==> config.mk <==
export PLATFORM = sky130hd
export DESIGN_NAME = dual_port_pio
export DESIGN_NICKNAME = d
export VERILOG_FILES = /design/src/rtl/pio_pkg.sv /design/src/rtl/pio_edge_sync.sv /design/src/rtl/pio_port.sv /design/src/rtl/dual_port_pio.sv
export SDC_FILE = /design/constraint.sdc
export NUM_CORES = 1
export LEC_CHECK = 0
export BUFFER_PORTS_ARGS = -buffer_cell sky130_fd_sc_hd__clkbuf_2
export CAP_MARGIN = 20
export CORE_ASPECT_RATIO = 1.4
export CORE_MARGIN = 2
export CORE_UTILIZATION = 34
export DETAILED_ROUTE_END_ITERATION = 10
export GPL_ROUTABILITY_DRIVEN = 0
export PLACE_DENSITY = 0.6
export SLEW_MARGIN = 10
export SYNTH_ARGS = -nofsm -noshare
export SYNTH_HDL_FRONTEND = slang
export SYNTH_SLANG_ARGS = --single-unit
==> constraint.sdc <==
create_clock -name clk -period 1.8 [get_ports clk]
set_input_delay 0.09 -clock clk [delete_from_list [all_inputs] [get_ports clk]]
set_output_delay 0.09 -clock clk [all_outputs]
set_load 0.01 [all_outputs]
==> src/rtl/pio_pkg.sv <==
// Shared widths and the control-register layout for the parallel I/O adapter.
// Assumes an 8-bit host data bus and 8-bit ports.
package pio_pkg;
    localparam int DATA_W = 8;
    localparam int RS_W   = 2;
    localparam int NPORTS = 2;
    localparam int SYNC_STAGES = 2;

    // Control register, bit 7 down to bit 0.
    typedef struct packed {
        logic       flag;      // 7: interrupt flag, read-only
        logic [2:0] rsvd;      // 6:4: read as zero
        logic       pulse_en;  // 3: one-clock strobe on transfer access
        logic       data_sel;  // 2: 1 = data register, 0 = direction register
        logic       rise_sel;  // 1: 1 = rising edge, 0 = falling edge
        logic       irq_en;    // 0: drive the interrupt output from the flag
    } ctrl_t;
endpackage

==> src/rtl/pio_edge_sync.sv <==
// Synchronizes an asynchronous control input and flags a single-cycle edge
// of the selected polarity. Assumes the input is held for at least two clocks.
module pio_edge_sync #(
    parameter int STAGES = pio_pkg::SYNC_STAGES
) (
    input  logic clk,
    input  logic rst_n,
    input  logic line_in,
    input  logic rise_sel,
    output logic hit
);
    logic [STAGES-1:0] sync_q;
    logic              prev_q;

    // Shift the input through the synchronizer and keep the last settled level.
    always_ff @(posedge clk) begin
        if (!rst_n) begin
            sync_q <= '0;
            prev_q <= 1'b0;
        end else begin
            sync_q <= {sync_q[STAGES-2:0], line_in};
            prev_q <= sync_q[STAGES-1];
        end
    end

    // Compare the settled level with the previous one for the chosen polarity.
    always_comb begin
        if (rise_sel) hit = sync_q[STAGES-1] & ~prev_q;
        else          hit = ~sync_q[STAGES-1] & prev_q;
    end
endmodule

==> src/rtl/pio_port.sv <==
// One port: direction, data and control registers, the interrupt flag and the
// pulse-mode strobe. The parent decodes the address; this module sees one
// access strobe per register class. PULSE_ON_WRITE picks whether the strobe
// follows a data write (1) or a data read (0).
module pio_port #(
    parameter int W = pio_pkg::DATA_W,
    parameter bit PULSE_ON_WRITE = 1'b1
) (
    input  logic         clk,
    input  logic         rst_n,
    input  logic         acc_dd,    // access to data/direction address
    input  logic         acc_ctrl,  // access to control address
    input  logic         rd,
    input  logic [W-1:0] wdata,
    input  logic [W-1:0] pin_in,
    input  logic         ctl1_in,
    output logic [W-1:0] pin_out,
    output logic [W-1:0] pin_oe,
    output logic [W-1:0] rd_val,
    output logic         irq_n,
    output logic         ctl2_n
);
    import pio_pkg::*;

    logic [W-1:0] dir_q;
    logic [W-1:0] dat_q;
    ctrl_t        ctrl_q;
    logic         edge_hit;
    logic         data_rd;
    logic         data_wr;
    logic         dir_wr;
    logic         xfer;

    pio_edge_sync u_sync (
        .clk     (clk),
        .rst_n   (rst_n),
        .line_in (ctl1_in),
        .rise_sel(ctrl_q.rise_sel),
        .hit     (edge_hit)
    );

    // Split the shared address into data and direction accesses.
    always_comb begin
        data_rd = acc_dd & rd & ctrl_q.data_sel;
        data_wr = acc_dd & ~rd & ctrl_q.data_sel;
        dir_wr  = acc_dd & ~rd & ~ctrl_q.data_sel;
        xfer    = PULSE_ON_WRITE ? data_wr : data_rd;
    end

    // Hold the direction and output data registers.
    always_ff @(posedge clk) begin
        if (!rst_n) begin
            dir_q <= '0;
            dat_q <= '0;
        end else begin
            if (dir_wr)  dir_q <= wdata;
            if (data_wr) dat_q <= wdata;
        end
    end

    // Hold the writable control fields; the flag and reserved bits are excluded.
    always_ff @(posedge clk) begin
        if (!rst_n) begin
            ctrl_q.pulse_en <= 1'b0;
            ctrl_q.data_sel <= 1'b0;
            ctrl_q.rise_sel <= 1'b0;
            ctrl_q.irq_en   <= 1'b0;
        end else if (acc_ctrl && !rd) begin
            ctrl_q.pulse_en <= wdata[3];
            ctrl_q.data_sel <= wdata[2];
            ctrl_q.rise_sel <= wdata[1];
            ctrl_q.irq_en   <= wdata[0];
        end
    end

    // Reserved control bits are fixed at zero.
    always_comb ctrl_q.rsvd = 3'b000;

    // Set the flag on an edge, clear it on a data read; the edge wins a tie.
    always_ff @(posedge clk) begin
        if (!rst_n)        ctrl_q.flag <= 1'b0;
        else if (edge_hit) ctrl_q.flag <= 1'b1;
        else if (data_rd)  ctrl_q.flag <= 1'b0;
    end

    // Drive the strobe low for the clock that follows a transfer access.
    always_ff @(posedge clk) begin
        if (!rst_n) ctl2_n <= 1'b1;
        else        ctl2_n <= ~(xfer & ctrl_q.pulse_en);
    end

    // Pad drive, interrupt and read-back selection.
    always_comb begin
        pin_out = dat_q;
        pin_oe  = dir_q;
        irq_n   = ~(ctrl_q.flag & ctrl_q.irq_en);
        if (acc_ctrl)             rd_val = W'(ctrl_q);
        else if (ctrl_q.data_sel) rd_val = (dat_q & dir_q) | (pin_in & ~dir_q);
        else                      rd_val = dir_q;
    end
endmodule

==> src/rtl/dual_port_pio.sv <==
// Top of the parallel I/O adapter: decodes the 2-bit register select into
// per-port strobes, instantiates both ports and registers the read data.
// Assumes single-cycle host accesses, one per clock while bus_sel is high.
module dual_port_pio #(
    parameter int W = pio_pkg::DATA_W
) (
    input  logic         clk,
    input  logic         rst_n,
    input  logic         bus_sel,
    input  logic         bus_rd,
    input  logic [1:0]   bus_rs,
    input  logic [W-1:0] bus_wdata,
    output logic [W-1:0] bus_rdata,
    input  logic [W-1:0] a_in,
    output logic [W-1:0] a_out,
    output logic [W-1:0] a_oe,
    input  logic         a_ctl1,
    output logic         a_ctl2_n,
    output logic         a_irq_n,
    input  logic [W-1:0] b_in,
    output logic [W-1:0] b_out,
    output logic [W-1:0] b_oe,
    input  logic         b_ctl1,
    output logic         b_ctl2_n,
    output logic         b_irq_n
);
    localparam int NP = pio_pkg::NPORTS;

    logic [W-1:0] p_in   [NP];
    logic [W-1:0] p_out  [NP];
    logic [W-1:0] p_oe   [NP];
    logic [W-1:0] p_rd   [NP];
    logic         p_ctl1 [NP];
    logic         p_ctl2 [NP];
    logic         p_irq  [NP];

    // Map the named pads onto the port arrays.
    always_comb begin
        p_in[0]   = a_in;
        p_in[1]   = b_in;
        p_ctl1[0] = a_ctl1;
        p_ctl1[1] = b_ctl1;
        a_out     = p_out[0];
        b_out     = p_out[1];
        a_oe      = p_oe[0];
        b_oe      = p_oe[1];
        a_ctl2_n  = p_ctl2[0];
        b_ctl2_n  = p_ctl2[1];
        a_irq_n   = p_irq[0];
        b_irq_n   = p_irq[1];
    end

    for (genvar g = 0; g < NP; g++) begin : g_port
        logic hit_port;
        assign hit_port = bus_sel && (bus_rs[1] == g[0]);
        pio_port #(
            .W             (W),
            .PULSE_ON_WRITE(g == 1)
        ) u_port (
            .clk     (clk),
            .rst_n   (rst_n),
            .acc_dd  (hit_port && !bus_rs[0]),
            .acc_ctrl(hit_port && bus_rs[0]),
            .rd      (bus_rd),
            .wdata   (bus_wdata),
            .pin_in  (p_in[g]),
            .ctl1_in (p_ctl1[g]),
            .pin_out (p_out[g]),
            .pin_oe  (p_oe[g]),
            .rd_val  (p_rd[g]),
            .irq_n   (p_irq[g]),
            .ctl2_n  (p_ctl2[g])
        );
    end

    // Capture the selected register on a read access.
    always_ff @(posedge clk) begin
        if (!rst_n)                bus_rdata <= '0;
        else if (bus_sel && bus_rd) bus_rdata <= p_rd[bus_rs[1]];
    end
endmodule

==> impl_metrics.env, run 1 <==
export IMPL_status="finished, final reports clean"
export IMPL_tns_ps=0
export IMPL_netlist_area_mm2=0.00264
export IMPL_hold_path_class="primary input to register"
export IMPL_hold_depth=3
export IMPL_cts_sinks=58
export IMPL_hpwl_mm=5.59
export IMPL_powerDensity_mw_per_mm2=850
export IMPL_synth_edff_count=0
export IMPL_fmax_mhz=705
export IMPL_num_antenna_cells=0
export IMPL_rows=38
export IMPL_cts_buffers=9
export IMPL_nets=388
export IMPL_setup_violations=0
export IMPL_layout_commonest_cell="clkbuf_2"
export IMPL_crit_type="register to register"
export IMPL_layout_common_cells="clkbuf_2, dfxtp_1, nor2b_1, mux2i_1, a21oi_1"
export IMPL_synth_cell_types=36
export IMPL_end_kind="register"
export IMPL_cts_root_buf="clkbuf_8"
export IMPL_vias_per_cell=5.00
export IMPL_p_switching_mw=0.668
export IMPL_track_usage_pct=18.0
export IMPL_yosys_warnings=0
export IMPL_p_clk_share_pct=44.7
export IMPL_ctsHoldBuffers=2
export IMPL_clockBufferDepth=2
export IMPL_path_depth=5
export IMPL_dieArea_mm2=0.00849
export IMPL_syn_instance_count=275
export IMPL_drive_gt1_share_pct=30.0
export IMPL_clkTransAtPathRegs_ps=60
export IMPL_grt_pass1_wl_mm=11.5
export IMPL_syn2layout_area_growth_pct=27.2
export IMPL_worst_r2r_cell_count=5
export IMPL_cp_arrival_ps=1640
export IMPL_p_sw_share_pct=23.4
export IMPL_dr_total_vias=2299
export IMPL_ys_async_sr_fraction_pct=0
export IMPL_seq_area_frac_synth_pct=44.0
export IMPL_die_h_um=108
export IMPL_antenna_found_initial=0
export IMPL_cpMaxStageDelayCell="dfxtp_1"
export IMPL_fin_crit_sh_pct=78.8
export IMPL_pwr_share_comb_pct=8.4
export IMPL_cts_max_level=3
export IMPL_grt_remaining_overflow=0
export IMPL_wl_per_cell_um=16.0
export IMPL_report_final_slew_viol_count=0
export IMPL_fin_skew_ps=6.36
export IMPL_cp_top_family="flip-flops"
export IMPL_detail_route_first_pass_iterations=4
export IMPL_clk_latency_ps=340
export IMPL_syn_num_nets=307
export IMPL_route_detailed_drc=0
export IMPL_grt_max_degree=33
export IMPL_synth_seq_cells=58
export IMPL_drv_cap=0
export IMPL_core_mm2=0.00765
export IMPL_hold_viol_final=0
export IMPL_max_slew_margin_rel_pct=65.6
export IMPL_p_leak_nw=1.43
export IMPL_initial_core_util_pct=34.5
export IMPL_p_seq_share_pct=46.9
export IMPL_synth_area_per_cell_um2=9.59
export IMPL_start_kind="register"
export IMPL_drt_iter0_drc=104
export IMPL_slowest_delay_ps=580
export IMPL_ant_nets=0
export IMPL_rsz0062_at_grt="no"
export IMPL_postPlaceCellArea_mm2=0.00313
export IMPL_crit_buf_inv=2
export IMPL_io_buffers=75
export IMPL_internal_power_mw=2.19
export IMPL_hold_ws_ps=72.1
export IMPL_cts_tree="yes"
export IMPL_crit_chain="inv_1 > and3_1 > buf_4 > mux2i_1 > nor2b_1"
export IMPL_pin_count=76
export IMPL_min_period_ps=1420
export IMPL_dieWidth_um=78.4
export IMPL_worst_slew_pin_slew_ps=514
export IMPL_stdcell_area_mm2=0.00336
export IMPL_cts_resized_gates=0
export IMPL_drt_wl_total_mm=7.38
export IMPL_post_cts_setup_buffers=0
export IMPL_grt_pass1_vias=2270
export IMPL_synthFlopType="dfxtp_1"
export IMPL_cp_required_ps=2020
export IMPL_worst_path_max_fanout=11
export IMPL_ir_drop_v=0.000516
[per-layer routing]
layer	GRT usage, %	wire length (um)	up-vias
met4	7.27	163	0
met5	0	0	-
met2	33.4	3990	57
met3	4.42	298	13
li1	-	-	1126
met1	19.5	2930	1103
[logic make-up (layout without fill, tap and decap cells)]
group,Yosys count,count (layout),synth area share [%]
flops,58,58,44.0
mux,44,44,16.9
compound gates,58,58,13.6
buf+inv,28,113,4.74
simple gates,87,87,20.7
[synth_stat cells, drive strengths merged (3+ instances only)]
| library cell | n | area [um2] |
|---|---|---|
| a21oi | 22 | 110 |
| a221oi | 3 | 26.3 |
| a31oi | 6 | 37.5 |
| and2 | 8 | 50.1 |
| buf | 7 | 46.3 |
| clkbuf | 10 | 37.5 |
| dfxtp | 58 | 1160 |
| inv | 11 | 41.3 |
| mux2 | 4 | 45.0 |
| mux2i | 40 | 400 |
| nand2 | 12 | 45.0 |
| nand3b | 7 | 52.6 |
| nor2 | 3 | 11.3 |
| nor2b | 44 | 275 |
| nor3b | 3 | 27.5 |
| o21a | 3 | 22.5 |
| o21ai | 11 | 55.1 |
| o31a | 3 | 26.3 |
[worst paths after layout]
kind / slack [ps] / endpoint / startpoint
setup / recovery: 380 / g_port[0].u_port.pin_oe[5] / g_port[0].u_port.ctrl_q[2]
hold / removal: 70 / g_port[0].u_port.pin_oe[7] / bus_wdata[7]
setup reg to reg: 380 / g_port[0].u_port.pin_oe[5] / g_port[0].u_port.ctrl_q[2]
hold reg to reg: 430 / g_port[1].u_port.u_sync.sync_q[1] / g_port[1].u_port.u_sync.sync_q[0]
[power by group through the flow]
stage	Clock (mW)	Sequential, mW	Combinational [mW]
floorplan	0	1.36	0.129
global placement	0	1.37	0.238
detailed placement	0	1.37	0.238
CTS	1.30	1.34	0.242
global route	1.36	1.34	0.262
finish	1.27	1.34	0.240
[worst reg2reg max path: stages (launching register included)]
cell     delay [ps]
dfxtp_1         580
inv_1           150
and3_1          170
buf_4           190
mux2i_1         160
nor2b_1          60
[area by class of cell]
| class | instances | area [um2] |
|---|---|---|
| multi-input combinational | 189 | 1350 |
| clock inverter | 6 | 82.6 |
| fill | 784 | 4300 |
| clock buffer | 9 | 124 |
| inverter | 11 | 41.3 |
| tap | 100 | 125 |
| timing repair buffer | 87 | 470 |
| sequential | 58 | 1160 |
[sequential cells by signal, summed over array words and instances (netlist names)]
| name | count |
|---|---|
| g_port.u_port.u_sync.prev_q | 2 |
| g_port.u_port.pin_out | 16 |
| g_port.u_port.ctrl_q | 10 |
| g_port.u_port.ctl2_n | 2 |
| bus_rdata | 8 |
| g_port.u_port.pin_oe | 16 |
| g_port.u_port.u_sync.sync_q | 4 |
[per-stage QoR]
step	utilization [%]	power, mW	worst slack [ps]	std cells
final	43.8	2.85	382	460
after detailed placement	40.9	1.61	362	443
after global placement	40.9	1.60	375	443
after floorplan	-	1.49	419	275
after global routing	43.8	2.96	226	460
after CTS	43.8	2.88	360	460
No activity file was read; power rests on OpenSTA's default activity.
==> run 2, diff against run 1 <==
--- a/config.mk
+++ b/config.mk
@@ -5,6 +5,7 @@
 export SDC_FILE = /design/constraint.sdc
 export NUM_CORES = 1
 export LEC_CHECK = 0
+export ABC_AREA = 1
 export BUFFER_PORTS_ARGS = -buffer_cell sky130_fd_sc_hd__clkbuf_2
 export CAP_MARGIN = 20
 export CORE_ASPECT_RATIO = 1.4
@@ -12,7 +13,7 @@
 export CORE_UTILIZATION = 34
 export DETAILED_ROUTE_END_ITERATION = 10
 export GPL_ROUTABILITY_DRIVEN = 0
-export PLACE_DENSITY = 0.6
+export PLACE_DENSITY = 0.63
 export SLEW_MARGIN = 10
 export SYNTH_ARGS = -nofsm -noshare
 export SYNTH_HDL_FRONTEND = slang
==> constraint.sdc (replaced) <==
create_clock -name clk -period 1.2 [get_ports clk]
set_input_delay 0.06 -clock clk [delete_from_list [all_inputs] [get_ports clk]]
set_output_delay 0.06 -clock clk [all_outputs]
set_load 0.01 [all_outputs]
==> impl_metrics.env, run 2 <==
export IMPL_status="finished, final reports clean"
export IMPL_grt_pass1_vias=2454
export IMPL_io_buffers=75
export IMPL_synth_fa_ha_area_share_pct=0
export IMPL_rr_startpoint="g_port[1].u_port.ctrl_q[2]"
export IMPL_die_h_um=106
export IMPL_post_cts_setup_buffers=0
export IMPL_setup_violations=0
export IMPL_clockBufferDepth=2
export IMPL_antenna_found_initial=0
export IMPL_seq_area_mm2=0.00117
export IMPL_synth_compound_area_share_pct=21.0
export IMPL_utilization_pct=46.5
export IMPL_hold_path_startpoint="bus_wdata[5]"
export IMPL_worst_path_max_fanout=11
export IMPL_multi_input_area_mm2=0.00108
export IMPL_worst_r2r_cell_count=5
export IMPL_cp_required_ps=1420
export IMPL_drt_iter0_drc=162
export IMPL_finalPower_mw=4.34
export IMPL_syn_num_nets=390
export IMPL_min_period_ps=1130
export IMPL_post_place_ws_ps=-75.7
export IMPL_synth_area_per_cell_um2=7.04
export IMPL_stdcell_area_mm2=0.00338
export IMPL_end_kind="register"
export IMPL_syn2layout_area_growth_pct=34.2
export IMPL_crit_type="register to register"
export IMPL_pin_count=76
export IMPL_hold_viol_final=0
export IMPL_timing_rr_end="g_port[1].u_port.pin_out[6]"
export IMPL_layout_common_cells="clkbuf_2, nand2_1, dfxtp_1, inv_1, o21ai_0"
export IMPL_crit_chain="buf_4 > nand3_2 > buf_4 > o21ai_0 > a21oi_1"
export IMPL_grt_pass1_wl_mm=12.0
export IMPL_synth_cell_types=18
export IMPL_grt_max_degree=35
export IMPL_rsz0062_at_grt="yes"
export IMPL_nets=485
export IMPL_fin_crit_sh_pct=94.1
export IMPL_synthFlopType="dfxtp_1"
export IMPL_start_kind="register"
export IMPL_yosys_warnings=0
export IMPL_ant_nets=0
export IMPL_powerDensity_mw_per_mm2=1280
export IMPL_synth_edff_count=0
export IMPL_clkTransAtPathRegs_ps=60
export IMPL_r2r_slack_ps=70
export IMPL_drt_wl_total_mm=7.54
export IMPL_detail_route_first_pass_iterations=4
export IMPL_synth_top_family_by_area="simple AND/OR/NAND/NOR gates"
export IMPL_initial_core_util_pct=34.7
export IMPL_cts_tree="yes"
export IMPL_core_mm2=0.00727
export IMPL_layout_commonest_cell="clkbuf_2"
export IMPL_num_antenna_cells=0
export IMPL_cpMaxStageDelayCell="dfxtp_2"
export IMPL_track_usage_pct=19.1
export IMPL_fin_skew_ps=6.23
export IMPL_route_detailed_drc=0
export IMPL_cts_sinks=58
export IMPL_ir_drop_v=0.000616
export IMPL_slowest_delay_ps=390
export IMPL_dieArea_mm2=0.00813
export IMPL_drv_cap=0
export IMPL_p_leak_nw=1.53
export IMPL_hold_path_class="primary input to register"
export IMPL_max_slew_margin_rel_pct=80.2
export IMPL_cts_root_buf="clkbuf_8"
export IMPL_vias_per_cell=4.78
export IMPL_clk_latency_ps=330
export IMPL_ys_async_sr_fraction_pct=0
export IMPL_yosys_top_cells_count="dfxtp_1, nand2_1, inv_1"
export IMPL_dr_total_vias=2648
export IMPL_wl_per_cell_um=13.6
export IMPL_setup_ws_ps=71.3
export IMPL_hold_end="g_port[0].u_port.pin_oe[5]"
export IMPL_fmax_mhz=886
export IMPL_cp_arrival_ps=1350
export IMPL_synth_xor_area_share_pct=0
export IMPL_rows=37
export IMPL_synthSimpleGateAreaFrac_pct=21.4
export IMPL_report_final_slew_viol_count=0
export IMPL_hpwl_mm=5.74
export IMPL_dieWidth_um=76.8
export IMPL_synthMuxAreaShare_pct=0
export IMPL_worst_slew_pin_slew_ps=296
export IMPL_hold_depth=3
export IMPL_nFillCells=776
export IMPL_grt_remaining_overflow=0
export IMPL_cts_buffers=9
export IMPL_synth_seq_cells=58
export IMPL_tns_ps=0
export IMPL_netlist_area_leader_share_pct=46.1
export IMPL_postPlaceCellArea_mm2=0.00314
export IMPL_netlist_area_mm2=0.00252
export IMPL_yosysTopAreaCell="dfxtp_1"
export IMPL_cts_max_level=3
export IMPL_drive_gt1_share_pct=26.7
export IMPL_seq_area_frac_synth_pct=46.1
export IMPL_crit_top_cell="buf_4"
export IMPL_netlist_top_cells_area="dfxtp_1, o21ai_0, a21oi_1"
export IMPL_syn_instance_count=358
[run 2: cell families after synthesis]
logic type | count (synthesis)
buffers and inverters | 71
AO/OA/AOI/OAI | 105
AND/OR/NAND/NOR | 124
flip-flops | 58
[run 2: stage by stage]
stage / instances / hold slack [ps]
global placement: 537 / 242
finish: 554 / 52.3
global route: 554 / 51.5
detailed placement: 537 / 252
CTS: 554 / 41.8
floorplan: 358 / 158
[run 2: final cells by class]
cell class / instances / area share (%)
Tap cell: 97 / 3.59
Sequential cell: 58 / 34.5
Clock inverter: 2 / 1.04
Multi-Input combinational cell: 229 / 31.9
Inverter: 56 / 6.21
Timing Repair Buffer: 99 / 17.8
Clock buffer: 13 / 4.99
[run 2: timing repair]
action	in CTS	in global routing
setup endpoints to repair	12	12
hold endpoints to repair	2	0
hold buffers	2	0
gates resized for setup	2	11
[run 2: power breakdown]
| group | switching, mW | total [mW] | internal (mW) | leakage (nW) |
|---|---|---|---|---|
| Combinational | 0.264 | 0.449 | 0.185 | 0.950 |
| Clock | 0.751 | 1.87 | 1.12 | 0.106 |
| Sequential | 0.0438 | 2.03 | 1.98 | 0.473 |
[run 2: worst max path at each step]
stage / from / to / slack (ps) / depth (start not counted)
5_1_grt: g_port[0].u_port.ctrl_q[2] / bus_rdata[6] / -6 / 7
3_3_place_gp: g_port[0].u_port.ctrl_q[2] / bus_rdata[6] / -60 / 6
2_1_floorplan: g_port[1].u_port.ctrl_q[2] / bus_rdata[3] / 40 / 6
6_report: g_port[1].u_port.ctrl_q[2] / g_port[1].u_port.pin_out[6] / 70 / 5
3_5_place_dp: g_port[0].u_port.ctrl_q[2] / bus_rdata[6] / -80 / 6
4_1_cts: g_port[0].u_port.ctrl_q[2] / bus_rdata[6] / 4 / 6
[run 2: critical path, delay by kind of cell (launching register included)]
| family | cells | cell delay [ps] |
|---|---|---|
| DFF | 1 | 390 |
| AOI/OAI and AO/OA | 2 | 210 |
| and+or+nand+nor | 1 | 80 |
| buffers and inverters | 2 | 350 |
[run 2: layer usage]
layer | track usage, % | vias up | wire [um]
li1 | - | 1342 | -
met1 | 21.9 | 1214 | 3050
met2 | 32.6 | 76 | 3850
met3 | 5.18 | 16 | 394
met4 | 9.35 | 0 | 238
met5 | 0 | - | 0
